===== config.mk =====
export PLATFORM = sky130hd
export DESIGN_NAME = dly_timer
export DESIGN_NICKNAME = d
export VERILOG_FILES = /design/src/rtl/dly_pkg.sv /design/src/rtl/dly_src_sel.sv /design/src/rtl/dly_down_cnt.sv /design/src/rtl/dly_expiry.sv /design/src/rtl/dly_timer.sv
export SDC_FILE = /design/constraint.sdc
export NUM_CORES = 1
export LEC_CHECK = 0
export BUFFER_PORTS_ARGS = -buffer_cell sky130_fd_sc_hd__buf_2
export CAP_MARGIN = 10
export CORE_MARGIN = 1
export CORE_UTILIZATION = 50
export DETAILED_ROUTE_END_ITERATION = 7
export GPL_TIMING_DRIVEN = 0
export MAX_ROUTING_LAYER = met4
export PLACE_DENSITY = 0.74
export SETUP_SLACK_MARGIN = 0.1
export SLEW_MARGIN = 20
export SYNTH_ARGS = -nofsm -noshare
export SYNTH_HDL_FRONTEND = slang
export SYNTH_SLANG_ARGS = --single-unit

===== constraint.sdc =====
create_clock -name clk -period 4.3 [get_ports clk]
set_input_delay 0 -clock clk [delete_from_list [all_inputs] [get_ports clk]]
set_output_delay 0 -clock clk [all_outputs]
set_load 0.005 [all_outputs]

===== src/rtl/dly_pkg.sv =====
package dly_pkg;
  typedef enum logic {
    SRC_PORT  = 1'b0,
    SRC_PARAM = 1'b1
  } dly_src_e;
endpackage


===== src/rtl/dly_src_sel.sv =====
module dly_src_sel #(
  parameter int VAL_W     = 20,
  parameter int DEF_COUNT = 100
) (
  input  logic             use_def_i,
  input  logic [VAL_W-1:0] port_val_i,
  output logic [VAL_W-1:0] val_o
);
  import dly_pkg::*;
  localparam logic [VAL_W-1:0] DEF_VAL = VAL_W'(DEF_COUNT);

  dly_src_e src;
  assign src = dly_src_e'(use_def_i);

  always_comb begin
    case (src)
      SRC_PARAM: val_o = DEF_VAL;
      default:   val_o = port_val_i;
    endcase
  end
endmodule


===== src/rtl/dly_down_cnt.sv =====
module dly_down_cnt #(
  parameter int VAL_W = 20
) (
  input  logic             clk,
  input  logic             rst,
  input  logic             load_i,
  input  logic [VAL_W-1:0] val_i,
  output logic             under_o
);
  localparam int CNT_W = VAL_W + 1;
  localparam logic [CNT_W-1:0] PARKED = {CNT_W{1'b1}};

  logic [CNT_W-1:0] cnt;

  always_ff @(posedge clk) begin
    if (rst)
      cnt <= PARKED;
    else if (load_i)
      cnt <= {1'b0, val_i};
    else if (!cnt[CNT_W-1])
      cnt <= cnt - CNT_W'(1);
  end

  assign under_o = cnt[CNT_W-1];

  AST_LOAD_CLEARS: assert property (@(posedge clk) disable iff (rst)
    load_i |=> !under_o) else $error("load must clear flag");

  AST_PARKED_HOLDS: assert property (@(posedge clk) disable iff (rst)
    (under_o && !load_i) |=> under_o) else $error("parked counter moved");
endmodule


===== src/rtl/dly_expiry.sv =====
module dly_expiry (
  input  logic clk,
  input  logic rst,
  input  logic under_i,
  output logic busy_o,
  output logic done_o
);
  logic under_q;

  always_ff @(posedge clk) begin
    if (rst) under_q <= 1'b1;
    else     under_q <= under_i;
  end

  assign busy_o = ~under_i;
  assign done_o = under_i & ~under_q;

  AST_DONE_SINGLE: assert property (@(posedge clk) disable iff (rst)
    done_o |=> !done_o) else $error("done longer than one cycle");

  AST_DONE_AFTER_BUSY: assert property (@(posedge clk) disable iff (rst)
    done_o |-> (!busy_o && $past(busy_o))) else $error("done without busy");
endmodule


===== src/rtl/dly_timer.sv =====
module dly_timer #(
  parameter int VAL_W     = 20,
  parameter int DEF_COUNT = 100
) (
  input  logic             clk,
  input  logic             rst,
  input  logic             start_i,
  input  logic             use_def_i,
  input  logic [VAL_W-1:0] load_val_i,
  output logic             busy_o,
  output logic             done_o
);
  logic [VAL_W-1:0] sel_val;
  logic             under;

  dly_src_sel #(.VAL_W(VAL_W), .DEF_COUNT(DEF_COUNT)) u_sel (
    .use_def_i (use_def_i),
    .port_val_i(load_val_i),
    .val_o     (sel_val)
  );

  dly_down_cnt #(.VAL_W(VAL_W)) u_cnt (
    .clk    (clk),
    .rst    (rst),
    .load_i (start_i),
    .val_i  (sel_val),
    .under_o(under)
  );

  dly_expiry u_exp (
    .clk    (clk),
    .rst    (rst),
    .under_i(under),
    .busy_o (busy_o),
    .done_o (done_o)
  );

  AST_START_BUSY: assert property (@(posedge clk) disable iff (rst)
    start_i |=> (busy_o && !done_o)) else $error("start not taken");

  AST_IDLE_STAYS: assert property (@(posedge clk) disable iff (rst)
    (!busy_o && !start_i) |=> (!busy_o && !done_o)) else $error("idle left");

  AST_RESET_QUIET: assert property (@(posedge clk)
    rst |=> (!busy_o && !done_o)) else $error("reset not quiet");
endmodule


==> results of run 1 <==
## per-layer routing
layer | vias to the layer above | part of all wire (%)
met3 | 2 | 6.3
li1 | 634 | -
met1 | 590 | 44
met2 | 44 | 49
met5 | - | 0
met4 | 0 | 0.63
## layout by cell type, fill, tap and decap left out, types with 2 or more instances in the layout
master         synthesis  final
dlygate4sd3_1          0     20
nor2_1                 9      9
o21ai_1                2      2
clkbuf_1               5      5
nand4_1                3      3
dfxtp_1               22     22
nand2_1                3      3
nand4b_1               2      2
or3_1                  2      2
buf_2                  2     26
a21oi_1               17     17
inv_1                  5      5
nand3_1                7      7
nand3b_1               3      3
nor2b_1                5      5
clkbuf_4               0      3
nor4_2                 3      3
o21ai_0               13     13
or4_1                  2      2
xor2_1                 9      9
nor4_1                 4      4
nor3b_1                2      2
a22oi_1                2      2
xnor2_1                4      4
nor3_1                 4      4
## registers in the layout, summed over array words and instances, names as in the netlist
signal         count
u_exp.under_q      1
u_cnt.cnt         21
## where the power goes
part | internal [mW] | total [mW] | switching [mW] | leakage (nW)
logic | 0.0415 | 0.0774 | 0.0358 | 0.422
clock network | 0.0518 | 0.120 | 0.0686 | 0.0210
registers | 0.219 | 0.238 | 0.0182 | 0.184
total | 0.313 | 0.435 | 0.123 | 0.626
## path summary, 6_finish.rpt
path | startpoint | to | slack (ps) | cells after the start
min reg2reg | u_cnt.cnt[16]$_SDFFE_PP1P_ | u_cnt.cnt[16]$_SDFFE_PP1P_ | 520 | 2
max | u_cnt.cnt[0]$_SDFFE_PP1P_ | u_cnt.cnt[2]$_SDFFE_PP1P_ | 2170 | 6
min | load_val_i[19] | u_cnt.cnt[19]$_SDFFE_PP1P_ | 20 | 5
max reg2reg | u_cnt.cnt[0]$_SDFFE_PP1P_ | u_cnt.cnt[2]$_SDFFE_PP1P_ | 2170 | 6
## worst max-delay path, stage by stage, from the launching register on
cell and delay, ps:
dfxtp_1 360, inv_1 80, ha_1 230, nor3b_1 560, nor3_1 110, o21ai_0 170
dlygate4sd3_1 560
## through the flow
step | setup WS (ps) | cells | hold WS (ps)
2_1_floorplan | 2762 | 147 | 119.6
3_3_place_gp | 2569 | 199 | 206.9
6_report | 2174 | 223 | 16.53
5_1_grt | 2035 | 223 | 30.29
3_5_place_dp | 2510 | 199 | 216.7
4_1_cts | 2214 | 223 | 9.916
## cell families after synthesis
kind of cell,Yosys count,synth area share (%)
DFF,22,35.59
and+or+nand+nor,57,31.04
adders and majority gates,1,1.011
xor gates and xnor gates,13,9.201
muxes,1,0.8089
buffers and inverters,14,4.753
AOI/OAI and AO/OA,39,17.59
## area by class of cell
cell class,instances,area share (%)
timing repair buffer,44,19.66
inverter,5,1.152
clock buffer,4,2.227
sequential,22,27.04
multi-input combinational,111,45.31
buffer,9,2.458
tap,28,2.151
==> results.yml, run 1 <==
worst_hold_path:
  hp-class: "primary input to register"
clock_network:
  post_cts_buffers: 0
  clock_path_buffers: 2
  root_buffer: "clkbuf_4"
  clkLatencyLatePin_ps: 320
  cts_buffers: 3
  cts_tree: "done"
  cts.sinks: 22
  postCtsHoldBufs: 20
  cts-resized-gates: 0
  path_clk_slew_ps: 120
  htree_num_levels: 1
logic_synthesis:
  ys_seq_area_share_pct: 35.59
  yosysWarnings: 0
  syn_area_um2: 1237
  synth-edff-count: 0
  synth_fp_nets: 172
  ys_seq_elements: 22
  yosys.area.top_type: "dfxtp_1"
  yosysTopAreaCellShare_pct: 35.59
  async_flop_share_pct: 0
  synth_cell_type_count: 40
  synth.area.top_cells: "dfxtp_1 36%, a21oi_1 6.9%, xor2_1 6.4%, o21ai_0 5.3%, nor4_2 3.0%"
  synth_common_cells: "22 x dfxtp_1, 17 x a21oi_1, 13 x o21ai_0"
  synth_area_per_cell_um2: 8.418
  synthFlopType: "dfxtp_1"
  synth_most_common_cell: "dfxtp_1"
  syn_inst: 147
final_layout:
  drive_gt1_share_pct: 18.97
  fillers: 185
  num_antenna_cells: 0
  nets: 221
  multi_input_comb_area_um2: 738.2
  seqCellArea_um2: 440.4
  final_area_um2: 1629
  utilization_pct: 71.58
  area_delta_synth_final_pct: 31.65
floorplan:
  die_w_um: 51.75
  core_um2: 2276
  num_rows: 17
  start_util_pct: 54.37
  fp.dieH_um: 51.75
  dieArea_um2: 2678
  io_pins: 26
route:
  drt_pass1_iterations: 4
  drt_iter0_drc: 21
  drcViolationCount: 0
  drt_wl_total_um: 3158
  wl_per_cell_um: 14.16
  vias: 1270
  ant_nets: 0
  vias_per_cell: 5.695
sta:
  max_freq_mhz: 470.3
  min_period_over_period_pct: 49.45
  worst_slew_pin_slew_ps: 625.7
  final-hold-violation-count: 0
  slew_headroom_pct: 58.20
  period_needed_ps: 2126
  fin_skew_ps: 10.53
  rsz0062_at_grt: "false"
  tns_ps: 0
  finalSetupViolCount: 0
  slew_viol_final: 0
global_route:
  gr-usage-met3_pct: 6.140
  grt_pass1_vias: 1259
  grt_usage_pct: 28.17
  use_met1_pct: 36.01
  grt-busiest-layer: "met2"
  use_met2_pct: 45.45
  grt_pass1_wl_um: 5492
  antenna_found_initial: 0
  grt_max_degree: 13
  grt_remaining_overflow: 0
place:
  dpl-instance-area_um2: 1393
  globalplace.congestion: 0.8628
  hpwlAfterDp_um: 2129
  io_buffers: 24
critical_path:
  required_ps: 4570
  cp-end-kind: "register"
  critPathArrivalTime_ps: 2390
  critPathKind: "register to register"
  cp-start-kind: "register"
  cp_max_fo: 5
pwr:
  p_per_area_nw_per_um2: 267.2
  vdd_drop_max_mv: 0.2292
  p_leak_nw: 0.6262
  power_mw: 0.4352
outcome:
  run_status: "completed"
run:
  cap_violations: 0
Note: power is estimated with default switching activity, not from simulation.
==> inputs of run 2 (changes only) <==
==> constraint.sdc (replaced) <==
create_clock -name clk -period 2 [get_ports clk]
set_input_delay 0 -clock clk [delete_from_list [all_inputs] [get_ports clk]]
set_output_delay 0 -clock clk [all_outputs]
set_load 0.005 [all_outputs]
==> run 2 against run 1 <==
Compared with the run above: clock skew shrank 4.2 ps; clock power rose by 120%; total power increased by 120%; sequential share of layout area decreased by 0.083 points; combinational power up 120%; critical endpoint is now u_cnt.cnt[15]$_SDFFE_PP1P_; highest routed layer unchanged.
==> results.yml, run 2 (synthesized netlist as in run 1, its figures left out) <==
pwr:
  p_leak_nw: 0.6288
  power_mw: 0.9369
  p_per_area_nw_per_um2: 573.3
  vdd_drop_max_mv: 0.4990
floorplan:
  io_pins: 26
  start_util_pct: 54.37
  num_rows: 17
  dieArea_um2: 2678
  die_w_um: 51.75
  core_um2: 2276
  fp.dieH_um: 51.75
sta:
  max_freq_mhz: 564.3
  tns_ps: 0
  worst_slack_ps: 228.0
  finalSetupViolCount: 0
  min_period_over_period_pct: 88.60
  rsz0062_at_grt: "false"
  fin_skew_ps: 6.343
  slew_viol_final: 0
  period_needed_ps: 1772
  final-hold-violation-count: 0
  worst_slew_pin_slew_ps: 616.5
  slew_headroom_pct: 58.56
clock_network:
  clock_path_buffers: 2
  root_buffer: "clkbuf_4"
  htree_num_levels: 1
  cts.sinks: 22
  path_clk_slew_ps: 130
  post_cts_buffers: 0
  cts_buffers: 3
  cts_tree: "done"
  clkLatencyLatePin_ps: 320
worst_hold_path:
  hp-class: "primary input to register"
run:
  cap_violations: 0
critical_path:
  cp_num_cells: 4
  cp_max_fo: 7
  path_cells: "nor4_2, nand2_1, or4_1, nand3_1"
  cp-start-kind: "register"
  path_delay_family: "simple AND/OR/NAND/NOR gates"
  cp-startpoint: "u_cnt.cnt[2]$_SDFFE_PP1P_"
  critPathKind: "register to register"
  r2r_slack_ps: 230
  reg2reg_depth: 4
  critical_path.reg2reg.endpoint: "u_cnt.cnt[15]$_SDFFE_PP1P_"
  r2r-start: "u_cnt.cnt[2]$_SDFFE_PP1P_"
  critPathArrivalTime_ps: 2050
  max_stage_delay_ps: 570
  worst-path-buf-inv: 0
  required_ps: 2270
  endpoint: "u_cnt.cnt[15]$_SDFFE_PP1P_"
  cp-end-kind: "register"
  critPathSlowestCell: "nor4_2"
route:
  ant_nets: 0
  wl_per_cell_um: 14.22
  drt_wl_total_um: 3172
  drt_iter0_drc: 24
  vias: 1272
  drt_pass1_iterations: 4
  vias_per_cell: 5.704
  drcViolationCount: 0
place:
  globalplace.congestion: 0.8628
  dp_slack_ps: 209.6
  hpwlAfterDp_um: 2129
  io_buffers: 24
global_route:
  grt_pass1_wl_um: 5499
  grt_max_degree: 13
  grt_usage_pct: 28.29
  antenna_found_initial: 0
  grt_pass1_vias: 1272
  grt_remaining_overflow: 0
final_layout:
  drive_gt1_share_pct: 19.49
  nets: 221
  final_common_cell: "buf_2"
  regMostFlops: "u_cnt.cnt"
  num_antenna_cells: 0
  top_regs: "u_cnt.cnt (21), u_exp.under_q (1)"
  layout_common_cells: "26 x buf_2, 22 x dfxtp_1, 20 x dlygate4sd3_1, 17 x a21oi_1, 13 x o21ai_0"
  largest_reg_flops: 21
  area_delta_synth_final_pct: 32.05
outcome:
  run_status: "completed"
run 2: cell counts in the layout (fill, tap and decap cells not counted):
Identical to the previous run, type by type.
run 2: timing repair:
| item | in CTS | in global routing |
|---|---|---|
| hold endpoints to repair | 21 | 0 |
| endpoints found under the setup margin | 0 | 4 |
| hold buffers | 20 | 0 |
| resized for setup | 0 | 1 |
run 2: worst min-delay path by stage:
stage	start	to	slack, ps	cells past startpoint
2_1_floorplan	rst	u_cnt.cnt[2]$_SDFFE_PP1P_	120	2
3_3_place_gp	load_val_i[11]	u_cnt.cnt[11]$_SDFFE_PP1P_	210	3
5_1_grt	load_val_i[19]	u_cnt.cnt[19]$_SDFFE_PP1P_	30	5
6_report	load_val_i[19]	u_cnt.cnt[19]$_SDFFE_PP1P_	10	5
3_5_place_dp	load_val_i[9]	u_cnt.cnt[9]$_SDFFE_PP1P_	220	3
4_1_cts	load_val_i[19]	u_cnt.cnt[19]$_SDFFE_PP1P_	10	5
run 2: power by group:
part           total [mW]  switching (mW)  internal (mW)
sequential          0.511          0.0394          0.471
combinational       0.167          0.0777         0.0896
clock               0.259           0.147          0.111
run 2: stage by stage:
stage               util, %  std cells  instance area, µm²  hold WS [ps]
floorplan                 -        147                1237         119.6
global placement      61.19        199                1393         206.9
detailed placement    61.19        199                1393         216.7
CTS                   71.58        223                1629         9.916
global route          71.80        223                1634         33.22
finish                71.80        223                1634         13.13
run 2: layout make-up:
class | instances | area, µm²
flip-flops and latches | 22 | 440.4
multi-input cells | 111 | 743.2
clock buffers | 4 | 36.28
fillers | 189 | 641.9
inverters | 5 | 18.77
repair buffers | 44 | 320.3
well taps | 28 | 35.03
plain buffers | 9 | 40.04
run 2: layer usage:
| metal | up-vias | track usage (%) | part of all wire [%] |
|---|---|---|---|
| li1 | 638 | - | - |
| met1 | 601 | 35.29 | 45 |
| met2 | 31 | 46.10 | 50 |
| met3 | 2 | 6.433 | 4.2 |
| met4 | 0 | 7.207 | 0.66 |
| met5 | - | - | 0 |
run 2: worst reg2reg max path, cell delays in order (launching register included):
cell     delay [ps]
dfxtp_1         420
nor4_2          570
nand2_1         220
or4_1           430
nand3_1          90
==> inputs of run 3 (changes only) <==
--- a/config.mk
+++ b/config.mk
@@ -13,6 +13,7 @@
 export GPL_TIMING_DRIVEN = 0
 export MAX_ROUTING_LAYER = met4
 export PLACE_DENSITY = 0.74
+export REMOVE_ABC_BUFFERS = 1
 export SETUP_SLACK_MARGIN = 0.1
 export SLEW_MARGIN = 20
 export SYNTH_ARGS = -nofsm -noshare
==> run 3 against run 2 <==
Compared with the run above: wire length fell by 9.5%; critical path type unchanged; sequential power rose by 1%; clock power fell by 4%; register-to-register slack improved by 60 ps; cell area fell by 0.69%; cell count fell by 2.7%.
==> results.yml, run 3 (synthesized netlist as in run 1, its figures left out) <==
clock_network:
  clock_path_buffers: 2
  cts.sinks: 22
  cts_tree: "done"
  htree_num_levels: 1
  cts_buffers: 3
  root_buffer: "clkbuf_4"
  clkLatencyLatePin_ps: 310
  path_clk_slew_ps: 120
critical_path:
  cp_max_fo: 8
  cp-start-kind: "register"
  required_ps: 2260
  critPathKind: "register to register"
  reg2reg_depth: 4
  r2r_slack_ps: 290
  r2r-start: "u_cnt.cnt[7]$_SDFFE_PP1P_"
  cp-end-kind: "register"
  critPathArrivalTime_ps: 1970
  critical_path.reg2reg.endpoint: "u_cnt.cnt[15]$_SDFFE_PP1P_"
floorplan:
  num_rows: 17
  fp.dieH_um: 51.75
  dieArea_um2: 2678
  start_util_pct: 54.37
  core_um2: 2276
  die_w_um: 51.75
  io_pins: 26
route:
  drcViolationCount: 0
  drt_wl_total_um: 2872
  vias: 1188
  ant_nets: 0
  vias_per_cell: 5.475
  drt_pass1_iterations: 4
  drt_iter0_drc: 14
  wl_per_cell_um: 13.24
final_layout:
  final_cells: 217
  multi_input_comb_area_um2: 754.5
  regMostFlops: "u_cnt.cnt"
  drive_gt1_share_pct: 21.16
  largest_reg_flops: 21
  final_common_cell: "buf_2"
  layout_common_cells: "25 x buf_2, 22 x dfxtp_1, 19 x dlygate4sd3_1, 17 x a21oi_1, 13 x o21ai_0"
  area_delta_synth_final_pct: 31.14
  seqCellArea_um2: 440.4
  utilization_pct: 71.30
  fillers: 184
  num_antenna_cells: 0
  nets: 215
  top_regs: "u_cnt.cnt (21), u_exp.under_q (1)"
run:
  cap_violations: 0
sta:
  finalSetupViolCount: 0
  worst_slew_pin_slew_ps: 728.5
  min_period_over_period_pct: 85.49
  period_needed_ps: 1710
  hold_slack_ps: 45.02
  slew_headroom_pct: 51.21
  max_freq_mhz: 584.8
  fin_skew_ps: 3.108
  tns_ps: 0
  rsz0062_at_grt: "false"
  final-hold-violation-count: 0
  slew_viol_final: 0
place:
  placed_cells: 191
  hpwlAfterDp_um: 1860
  globalplace.congestion: 0.8024
  io_buffers: 25
global_route:
  grt_pass1_vias: 1112
  antenna_found_initial: 0
  grt_pass1_wl_um: 4657
  grt_usage_pct: 23.64
  grt_remaining_overflow: 0
  grt_max_degree: 29
worst_hold_path:
  hp-class: "primary input to register"
  hold_end: "u_cnt.cnt[19]$_SDFFE_PP1P_"
  min_from: "load_val_i[19]"
  min_path_cells: 5
pwr:
  p_leak_nw: 0.6325
  vdd_drop_max_mv: 0.3463
  power_mw: 0.9173
  p_per_area_nw_per_um2: 565.3
outcome:
  run_status: "completed"
## run 3: cell type report
| cell class | instances | share of cell area [%] |
|---|---|---|
| inverters | 5 | 1.157 |
| clock buffers | 4 | 2.236 |
| well taps | 28 | 2.159 |
| multi-input cells | 111 | 46.49 |
| flip-flops and latches | 22 | 27.14 |
| repair buffers | 47 | 20.82 |
## run 3: critical path, stage by stage (launching register included)
cell	delay (ps)
dfxtp_1	380
nor4_4	540
nand3_1	150
or4_1	500
nand3_1	90
## run 3: power breakdown
part           internal, mW  switching (mW)
registers             0.471          0.0442
clock network         0.111           0.137
logic                0.0851          0.0690
## run 3: worst max path at each step
stage / depth (start not counted) / slack, ps / to / start
3_5_place_dp: 4 / -80 / u_cnt.cnt[17]$_SDFFE_PP1P_ / u_cnt.cnt[3]$_SDFFE_PP1P_
2_1_floorplan: 4 / 140 / u_cnt.cnt[17]$_SDFFE_PP1P_ / u_cnt.cnt[3]$_SDFFE_PP1P_
5_1_grt: 4 / 150 / u_cnt.cnt[15]$_SDFFE_PP1P_ / u_cnt.cnt[7]$_SDFFE_PP1P_
4_1_cts: 4 / 150 / u_cnt.cnt[17]$_SDFFE_PP1P_ / u_cnt.cnt[3]$_SDFFE_PP1P_
6_report: 4 / 290 / u_cnt.cnt[15]$_SDFFE_PP1P_ / u_cnt.cnt[7]$_SDFFE_PP1P_
3_3_place_gp: 4 / -80 / u_cnt.cnt[17]$_SDFFE_PP1P_ / u_cnt.cnt[3]$_SDFFE_PP1P_
## run 3: metrics by stage
| stage | instance area, µm² | setup WS (ps) |
|---|---|---|
| after floorplan | 1197 | 144.3 |
| after global placement | 1358 | -81.55 |
| after detailed placement | 1360 | -79.02 |
| after CTS | 1595 | 154.5 |
| after global routing | 1623 | 149.0 |
| final | 1623 | 290.1 |
## run 3: layer usage
metal | vias up | part of all wire, % | global-route usage [%]
met1 | 537 | 48 | 27.88
met2 | 24 | 47 | 39.39
met5 | - | 0 | -
met4 | 0 | 0.87 | 8.108
li1 | 623 | - | -
met3 | 4 | 3.8 | 5.556
## run 3: repair_timing
action | CTS | global route
pin swaps | 0 | 1
gates resized for setup | 1 | 1
endpoints found under the setup margin | 6 | 4
hold endpoints to repair | 19 | 0
hold buffers | 19 | 0
buffers inserted | 0 | 3
